<file path="src/rtl/xpf_pkg.sv">
package xpf_pkg;

  // Access kind as carried in protection bit 0
  typedef enum logic {
    ACC_FETCH = 1'b0,
    ACC_DATA  = 1'b1
  } acc_kind_e;

  localparam int unsigned KIND_BIT = 0;

  function automatic acc_kind_e kind_of(input logic prot_bit);
    return prot_bit ? ACC_DATA : ACC_FETCH;
  endfunction

endpackage

</file>
<file path="src/rtl/xpf_region_dec.sv">
module xpf_region_dec #(
  parameter int unsigned ADDR_W = 32,
  parameter logic [ADDR_W-1:0] BASE = '0,
  parameter logic [ADDR_W-1:0] SIZE = '1
) (
  input  logic [ADDR_W-1:0] addr,
  output logic              hit
);
  // Extended by one bit so that base+size cannot wrap
  localparam logic [ADDR_W:0] LO = {1'b0, BASE};
  localparam logic [ADDR_W:0] HI = {1'b0, BASE} + {1'b0, SIZE};

  logic [ADDR_W:0] a_ext;

  always_comb begin
    a_ext = {1'b0, addr};
    hit   = (a_ext >= LO) && (a_ext < HI);
  end
endmodule

</file>
<file path="src/rtl/xpf_lock_reg.sv">
module xpf_lock_reg (
  input  logic clk,
  input  logic rst_n,
  input  logic wr_en,
  input  logic wr_data,
  output logic lock
);
  logic set_req;

  // Only a 1 can change the bit. Writes once set are absorbed without error.
  always_comb set_req = wr_en && wr_data && !lock;

  always_ff @(posedge clk or negedge rst_n) begin
    if (!rst_n)       lock <= 1'b0;
    else if (set_req) lock <= 1'b1;
  end
endmodule

</file>
<file path="src/rtl/xpf_port_gate.sv">
module xpf_port_gate
  import xpf_pkg::*;
#(
  parameter int unsigned ADDR_W = 32,
  parameter int unsigned PROT_W = 4,
  parameter logic [ADDR_W-1:0] BASE = '0,
  parameter logic [ADDR_W-1:0] SIZE = '1
) (
  input  logic              lock,
  input  logic              up_valid,
  output logic              up_ready,
  input  logic [ADDR_W-1:0] up_addr,
  input  logic [PROT_W-1:0] up_prot,
  output logic              dn_valid,
  input  logic              dn_ready,
  output logic [ADDR_W-1:0] dn_addr,
  output logic [PROT_W-1:0] dn_prot,
  output logic              err
);
  logic      in_region;
  acc_kind_e kind;
  logic      blocked;

  xpf_region_dec #(
    .ADDR_W(ADDR_W),
    .BASE  (BASE),
    .SIZE  (SIZE)
  ) u_dec (
    .addr(up_addr),
    .hit (in_region)
  );

  always_comb begin
    kind     = kind_of(up_prot[KIND_BIT]);
    blocked  = lock && in_region && (kind == ACC_FETCH);
    // A blocked phase is consumed here and never reaches the flash
    dn_valid = up_valid && !blocked;
    up_ready = blocked ? 1'b1 : dn_ready;
    err      = up_valid && blocked;
    dn_addr  = up_addr;
    dn_prot  = up_prot;
  end
endmodule

</file>
<file path="src/rtl/xprot_filter.sv">
module xprot_filter #(
  parameter int unsigned NPORTS = 2,
  parameter int unsigned ADDR_W = 32,
  parameter int unsigned PROT_W = 4,
  parameter logic [ADDR_W-1:0] REGION_BASE = 32'h0040_0000,
  parameter logic [ADDR_W-1:0] REGION_SIZE = 32'h0001_0000
) (
  input  logic                     clk,
  input  logic                     rst_n,
  input  logic                     cfg_wr_en,
  input  logic                     cfg_wr_data,
  output logic                     lock_o,
  input  logic [NPORTS-1:0]        up_valid,
  output logic [NPORTS-1:0]        up_ready,
  input  logic [NPORTS*ADDR_W-1:0] up_addr,
  input  logic [NPORTS*PROT_W-1:0] up_prot,
  output logic [NPORTS-1:0]        dn_valid,
  input  logic [NPORTS-1:0]        dn_ready,
  output logic [NPORTS*ADDR_W-1:0] dn_addr,
  output logic [NPORTS*PROT_W-1:0] dn_prot,
  output logic [NPORTS-1:0]        err
);
  logic lock_q;

  xpf_lock_reg u_lock (
    .clk    (clk),
    .rst_n  (rst_n),
    .wr_en  (cfg_wr_en),
    .wr_data(cfg_wr_data),
    .lock   (lock_q)
  );

  always_comb lock_o = lock_q;

  for (genvar p = 0; p < NPORTS; p++) begin : g_port
    xpf_port_gate #(
      .ADDR_W(ADDR_W),
      .PROT_W(PROT_W),
      .BASE  (REGION_BASE),
      .SIZE  (REGION_SIZE)
    ) u_gate (
      .lock    (lock_q),
      .up_valid(up_valid[p]),
      .up_ready(up_ready[p]),
      .up_addr (up_addr[p*ADDR_W +: ADDR_W]),
      .up_prot (up_prot[p*PROT_W +: PROT_W]),
      .dn_valid(dn_valid[p]),
      .dn_ready(dn_ready[p]),
      .dn_addr (dn_addr[p*ADDR_W +: ADDR_W]),
      .dn_prot (dn_prot[p*PROT_W +: PROT_W]),
      .err     (err[p])
    );
  end
endmodule

</file>
<file path="config.mk">
export PLATFORM = sky130hd
export DESIGN_NAME = xprot_filter
export DESIGN_NICKNAME = d
export VERILOG_FILES = /design/src/rtl/xpf_pkg.sv /design/src/rtl/xpf_region_dec.sv /design/src/rtl/xpf_lock_reg.sv /design/src/rtl/xpf_port_gate.sv /design/src/rtl/xprot_filter.sv
export SDC_FILE = /design/constraint.sdc
export NUM_CORES = 1
export LEC_CHECK = 0
export CELL_PAD_IN_SITES_DETAIL_PLACEMENT = 1
export CELL_PAD_IN_SITES_GLOBAL_PLACEMENT = 1
export CORE_AREA = 2 2 61 63
export CTS_CLUSTER_DIAMETER = 120
export DETAILED_ROUTE_END_ITERATION = 6
export DIE_AREA = 0 0 63 65
export DONT_BUFFER_PORTS = 1
export PLACE_DENSITY = 0.64
export SLEW_MARGIN = 20
export SYNTH_ARGS = -nofsm -noshare
export SYNTH_HDL_FRONTEND = slang
export SYNTH_SLANG_ARGS = --single-unit
</file>
<file path="constraint.sdc">
create_clock -name clk -period 1.4 [get_ports clk]
set_input_delay 0.14 -clock clk [delete_from_list [all_inputs] [get_ports clk]]
set_output_delay 0.14 -clock clk [all_outputs]
set_load 0.005 [all_outputs]
</file>
==> results of run 1 <==
## synth_stat cells, types with 2 or more instances
master	n
buf_4	78
nand2_1	2
nor4_2	2
nor4_1	3
o21bai_1	2
inv_1	2
o21a_1	2
nor4b_1	3
## final cells by class
class	instances	area, sq um
Multi-Input combinational cell	20	148
Timing Repair Buffer	2	17.5
Tap cell	48	60.1
Fill cell	428	3240
Sequential cell	1	25.0
Inverter	2	7.51
## power by group
| group | internal (mW) | leakage, nW | total [mW] | switching (mW) |
|---|---|---|---|---|
| combinational | 0.0116 | 0.0379 | 0.0191 | 0.00744 |
| clock | 0 | 0 | 0 | 0 |
| sequential | 0.0294 | 0.00875 | 0.0294 | 0.0000000294 |
## routing by layer
metal / vias to the layer above / part of all wire (%)
met1: 124 / 18
met3: 24 / 25
met5: - / 0
met2: 83 / 51
met4: 0 / 5.1
li1: 97 / -
## per-stage QoR
stage	setup slack [ns]	power [mW]
after floorplan	0.251	0.219
after global placement	0.210	0.0466
after detailed placement	0.216	0.0466
after CTS	0.211	0.0494
after global routing	0.182	0.0511
final	0.291	0.0485
## worst max path at each step
stage,start,endpoint,slack [ns],cells past startpoint
after global placement,u_lock.lock$_DFFE_PN0P_,up_ready[0],0.21,3
after CTS,u_lock.lock$_DFFE_PN0P_,up_ready[0],0.21,3
after floorplan,u_lock.lock$_DFFE_PN0P_,dn_valid[0],0.25,4
final,u_lock.lock$_DFFE_PN0P_,up_ready[0],0.29,3
after global routing,u_lock.lock$_DFFE_PN0P_,up_ready[0],0.18,3
after detailed placement,u_lock.lock$_DFFE_PN0P_,up_ready[0],0.22,3
## cell families (layout without fill, tap and decap cells)
group / count (synthesis) / count (layout) / synth area share, %
buffers and inverters: 80 / 4 / 77.5
AND/OR/NAND/NOR: 15 / 15 / 14.4
AO/OA/AOI/OAI: 5 / 5 / 4.90
flip-flops: 1 / 1 / 3.27
## repair_timing
item | 4_1_cts | 5_1_grt
hold buffers | 1 | 0
endpoints found under the hold margin | 1 | 0
setup buffers | 0 | 0
==> flow_summary.yaml, run 1 <==
status:
  outcome: "finished, final reports clean"
global_routing:
  grt_max_degree: 4
  grt_util_met3_pct: 5.21
  grt_pass1_wl_um: 2060
  grt_busiest_layer: "met2"
  use_met1_pct: 3.45
  gr-total-overflow: 0
  antenna_found_initial: 0
  use_met2_pct: 13.0
  track_usage_pct: 6.40
  grt_pass1_vias: 390
detailed_routing:
  finalWirelength_um: 1500
  firstDrtPassIters: 2
  dr_total_vias: 328
  drt_iter0_markers: 3
  drc: 0
  wire_per_inst_um: 20.6
  antenna_left: 0
  via_per_inst: 4.49
timing:
  drv_slew: 0
  finalSetupTns_ns: 0
  fin_crit_ns: 1.11
  tightest_slew_ns: 0.288
  timing.final.crit_share_pct: 79.2
  slew_headroom_pct: 80.5
  fin_skew_ns: 0
  hold_violations: 0
  rsz0062_at_grt: "no"
  setup_viol: 0
  max_freq_ghz: 0.902
  fin_hold_ws_ns: 0.261
critical_path:
  cp_slowest_cell: "dfrtp_1"
  crit_family: "simple AND/OR/NAND/NOR gates"
  cp-end-kind: "output pin"
  critical-path-max-stage-delay_ns: 0.33
  reg2reg_slack_ns: 0.63
  r2r-end: "u_lock.lock$_DFFE_PN0P_"
  crit_chain: "nor4b_1 > nand2_1 > o21bai_1"
  r2r_cells: 2
  criticalPathCategory: "flip-flop to output pin"
  r2r_start: "u_lock.lock$_DFFE_PN0P_"
  crit_fanout: 3
  worstPathRequired_ns: 1.26
  worst_setup_path_start_kind: "flip-flop"
  cp.arrival_ns: 0.97
  cp_num_buf_inv: 0
layout:
  area_delta_synth_final_pct: -66.3
  diodes: 0
  reg_top3: "u_lock.lock (1)"
  regMostFlops: "u_lock.lock"
  post-route-util_pct: 7.37
  largest_reg_flops: 1
  fin_nets: 107
  stdcell_area_sq_um: 258
  final_cells: 73
  drive_above_1_share_pct: 16.0
  layout_common_cells: "3 x nor4_1, 3 x nor4b_1"
power:
  power_per_cell_area_mw_per_mm2: 188
  vdd_drop_max_mv: 0.0410
  power.leakage_nw: 0.0466
synthesis:
  yosys.cell_types.count: 15
  yosys_warnings: 0
  synth.area.top_cells: "buf_4 76%, nor4b_1 3.4%, dfrtp_1 3.3%"
  synth_largest_area_cell: "buf_4"
  synth_nets: 181
  ys.flop_type: "dfrtp_1"
  synthCells: 101
  synth.avg_cell_area_sq_um: 7.58
  synth_edf_count: 0
  synth.top_cell.area_share_pct: 76.5
  seq_area_frac_synth_pct: 3.27
  syn_area_sq_um: 766
  ys_async_sr_fraction_pct: 100
  synth_seq_cells: 1
floorplanning:
  ioPinCount: 159
  initial_core_util_pct: 21.9
  die_w_um: 63
  core_area_sq_mm: 0.00350
  die-area_sq_mm: 0.00410
  die-height_um: 65
  fp-row-count: 22
min_path:
  hold_start: "cfg_wr_data"
  holdPathStages: 1
  hold_end: "u_lock.lock$_DFFE_PN0P_"
  hp-class: "input pin to flip-flop"
run:
  maxCapViolCount: 0
cts:
  path_clk_slew_ns: 0
  clk_latency_ns: 0
  cts.repair.resized: 0
place:
  dp_cells: 72
  io_buffers: 0
  routabilityCongestion: 0.600
  dpl_cell_area_sq_um: 248
(Power assumes the default switching activity.)
==> inputs of run 2 (changes only) <==
- ABC_AREA: unset -> 1
- PLACE_DENSITY: 0.64 -> 0.7
- clock period: 1.4 -> 0.9 ns (I/O delays scaled with it)
==> flow_summary.yaml, run 2 <==
status:
  outcome: "finished with violations"
  violations: "negative setup slack"
layout:
  drive_above_1_share_pct: 16.7
  reg_top3: "u_lock.lock (1)"
  largest_reg_flops: 1
  final_cells: 102
  fin_nets: 136
  final_common_cell: "nor2_1"
  area_delta_synth_final_pct: -59.1
  diodes: 0
  regMostFlops: "u_lock.lock"
  layout_common_cells: "19 x nor2_1, 13 x nand2_1, 8 x inv_1"
detailed_routing:
  drt_iter0_markers: 0
  antenna_left: 0
  via_per_inst: 3.92
  dr_total_vias: 400
  finalWirelength_um: 1420
  drc: 0
  wire_per_inst_um: 14.0
  firstDrtPassIters: 1
timing:
  timing.final.crit_share_pct: 102
  drv_slew: 0
  max_freq_ghz: 1.09
  hold_violations: 0
  setup_viol: 3
  tightest_slew_ns: 0.224
  fin_ws_ns: -0.0154
  fin_skew_ns: 0
  rsz0062_at_grt: "yes"
  fin_crit_ns: 0.915
  finalSetupTns_ns: -0.0329
  slew_headroom_pct: 85.0
run:
  maxCapViolCount: 0
global_routing:
  gr-total-overflow: 0
  grt_pass1_wl_um: 1880
  grt_max_degree: 4
  grt_pass1_vias: 426
  track_usage_pct: 5.81
  antenna_found_initial: 0
power:
  seq_power_share_pct: 46.1
  p_sw_share_pct: 28.5
  netSwitchingPower_uw: 28.3
  power.leakage_nw: 0.151
  pwr-share-comb_pct: 53.9
  p_int_uw: 71.0
  clkPwrFrac_pct: 0
  power_per_cell_area_mw_per_mm2: 301
  vdd_drop_max_mv: 0.176
critical_path:
  cp_num_buf_inv: 2
  crit_chain: "inv_2 > nor2_2 > and2_4 > nand3_4 > nand2_1 > inv_1"
  crit_fanout: 3
  crit_family: "flip-flops"
  criticalPathCategory: "flip-flop to output pin"
  worstPathRequired_ns: 0.81
  cp.arrival_ns: 0.83
  reg2reg_slack_ns: 0.18
  cp-end-kind: "output pin"
  cp_slowest_cell: "dfrtp_1"
  worst_setup_path_start_kind: "flip-flop"
  critical-path-max-stage-delay_ns: 0.37
place:
  dp_cells: 100
  routabilityCongestion: 0.650
  dp_hpwl_um: 1270
  io_buffers: 0
synthesis:
  synth.avg_cell_area_sq_um: 6.27
  synth.top_cell.area_share_pct: 72.4
  synth_seq_cells: 1
  ys_async_sr_fraction_pct: 100
  synth.most_common_cell: "buf_4"
  synth_nets: 209
  synth.top_cells.by_count: "78 x buf_4, 21 x nor2_1, 14 x nand2_1"
  synth_edf_count: 0
  yosys.cell_types.count: 8
  seq_area_frac_synth_pct: 3.10
  synthCells: 129
  synth_largest_area_cell: "buf_4"
  ys.flop_type: "dfrtp_1"
  synth.area.top_cells: "buf_4 72%, nor2_1 9.8%, nand2_1 6.5%"
  syn_area_sq_um: 808
  yosys_warnings: 0
cts:
  path_clk_slew_ns: 0
  clk_latency_ns: 0
floorplanning:
  fp-row-count: 22
  ioPinCount: 159
  die-area_sq_mm: 0.00410
  die-height_um: 65
  die_w_um: 63
  initial_core_util_pct: 23.1
  core_area_sq_mm: 0.00350
min_path:
  hp-class: "input pin to output pin"
run 2: final cells by class:
type,instances,area [sq um]
multi-input cells,40,183
well taps,48,60.1
flip-flops and latches,1,25.0
inverters,10,37.5
fillers,451,3170
repair buffers,3,25.0
run 2: metrics by stage:
step                worst slack, ns  power (mW)  utilization [%]  hold WS [ns]  instance area, sq um
floorplan                   -0.0760       0.355                -        -0.206                   808
global placement            -0.0172      0.0903             8.30        -0.206                   290
detailed placement          -0.0664      0.0909             8.30        -0.206                   290
CTS                         -0.0411      0.0957             8.95         0.180                   313
global route                -0.0762       0.108             9.45         0.180                   330
finish                      -0.0154      0.0993             9.45         0.180                   330
run 2: cells by family after synthesis:
| logic type | count (synthesis) | synth area share [%] |
|---|---|---|
| buffers and inverters | 88 | 77.1 |
| flip-flops | 1 | 3.10 |
| AND/OR/NAND/NOR | 40 | 19.8 |
run 2: what timing repair did:
item                                    CTS  global route
endpoints found under the setup margin    5             6
pin swaps                                 2             2
endpoints found under the hold margin     1             0
resized for setup                         3             6
hold buffers                              1             0
buffers inserted                          1             0
run 2: power groups by stage:
stage / sequential [mW] / clock, mW / combinational, mW
4_1_cts: 0.0458 / 0 / 0.0499
2_1_floorplan: 0.0458 / 0 / 0.309
3_5_place_dp: 0.0458 / 0 / 0.0451
6_report: 0.0458 / 0 / 0.0535
5_1_grt: 0.0458 / 0 / 0.0619
3_3_place_gp: 0.0458 / 0 / 0.0446
run 2: path summary, 6_finish.rpt:
check                                        startpoint                      end  cells after the start
worst max-delay path            u_lock.lock$_DFFE_PN0P_              dn_valid[0]                      6
worst min-delay path                        up_addr[21]              dn_addr[21]                      0
worst max register to register  u_lock.lock$_DFFE_PN0P_  u_lock.lock$_DFFE_PN0P_                      3
worst min register to register  u_lock.lock$_DFFE_PN0P_  u_lock.lock$_DFFE_PN0P_                      3
max in group asynchronous                         rst_n  u_lock.lock$_DFFE_PN0P_                      1
min in group asynchronous                         rst_n  u_lock.lock$_DFFE_PN0P_                      1
run 2: per-layer routing:
metal	part of all wire, %	global-route usage [%]
met1	24	3.55
met2	47	11.6
met3	23	3.65
met4	7.2	4.44
met5	0	0
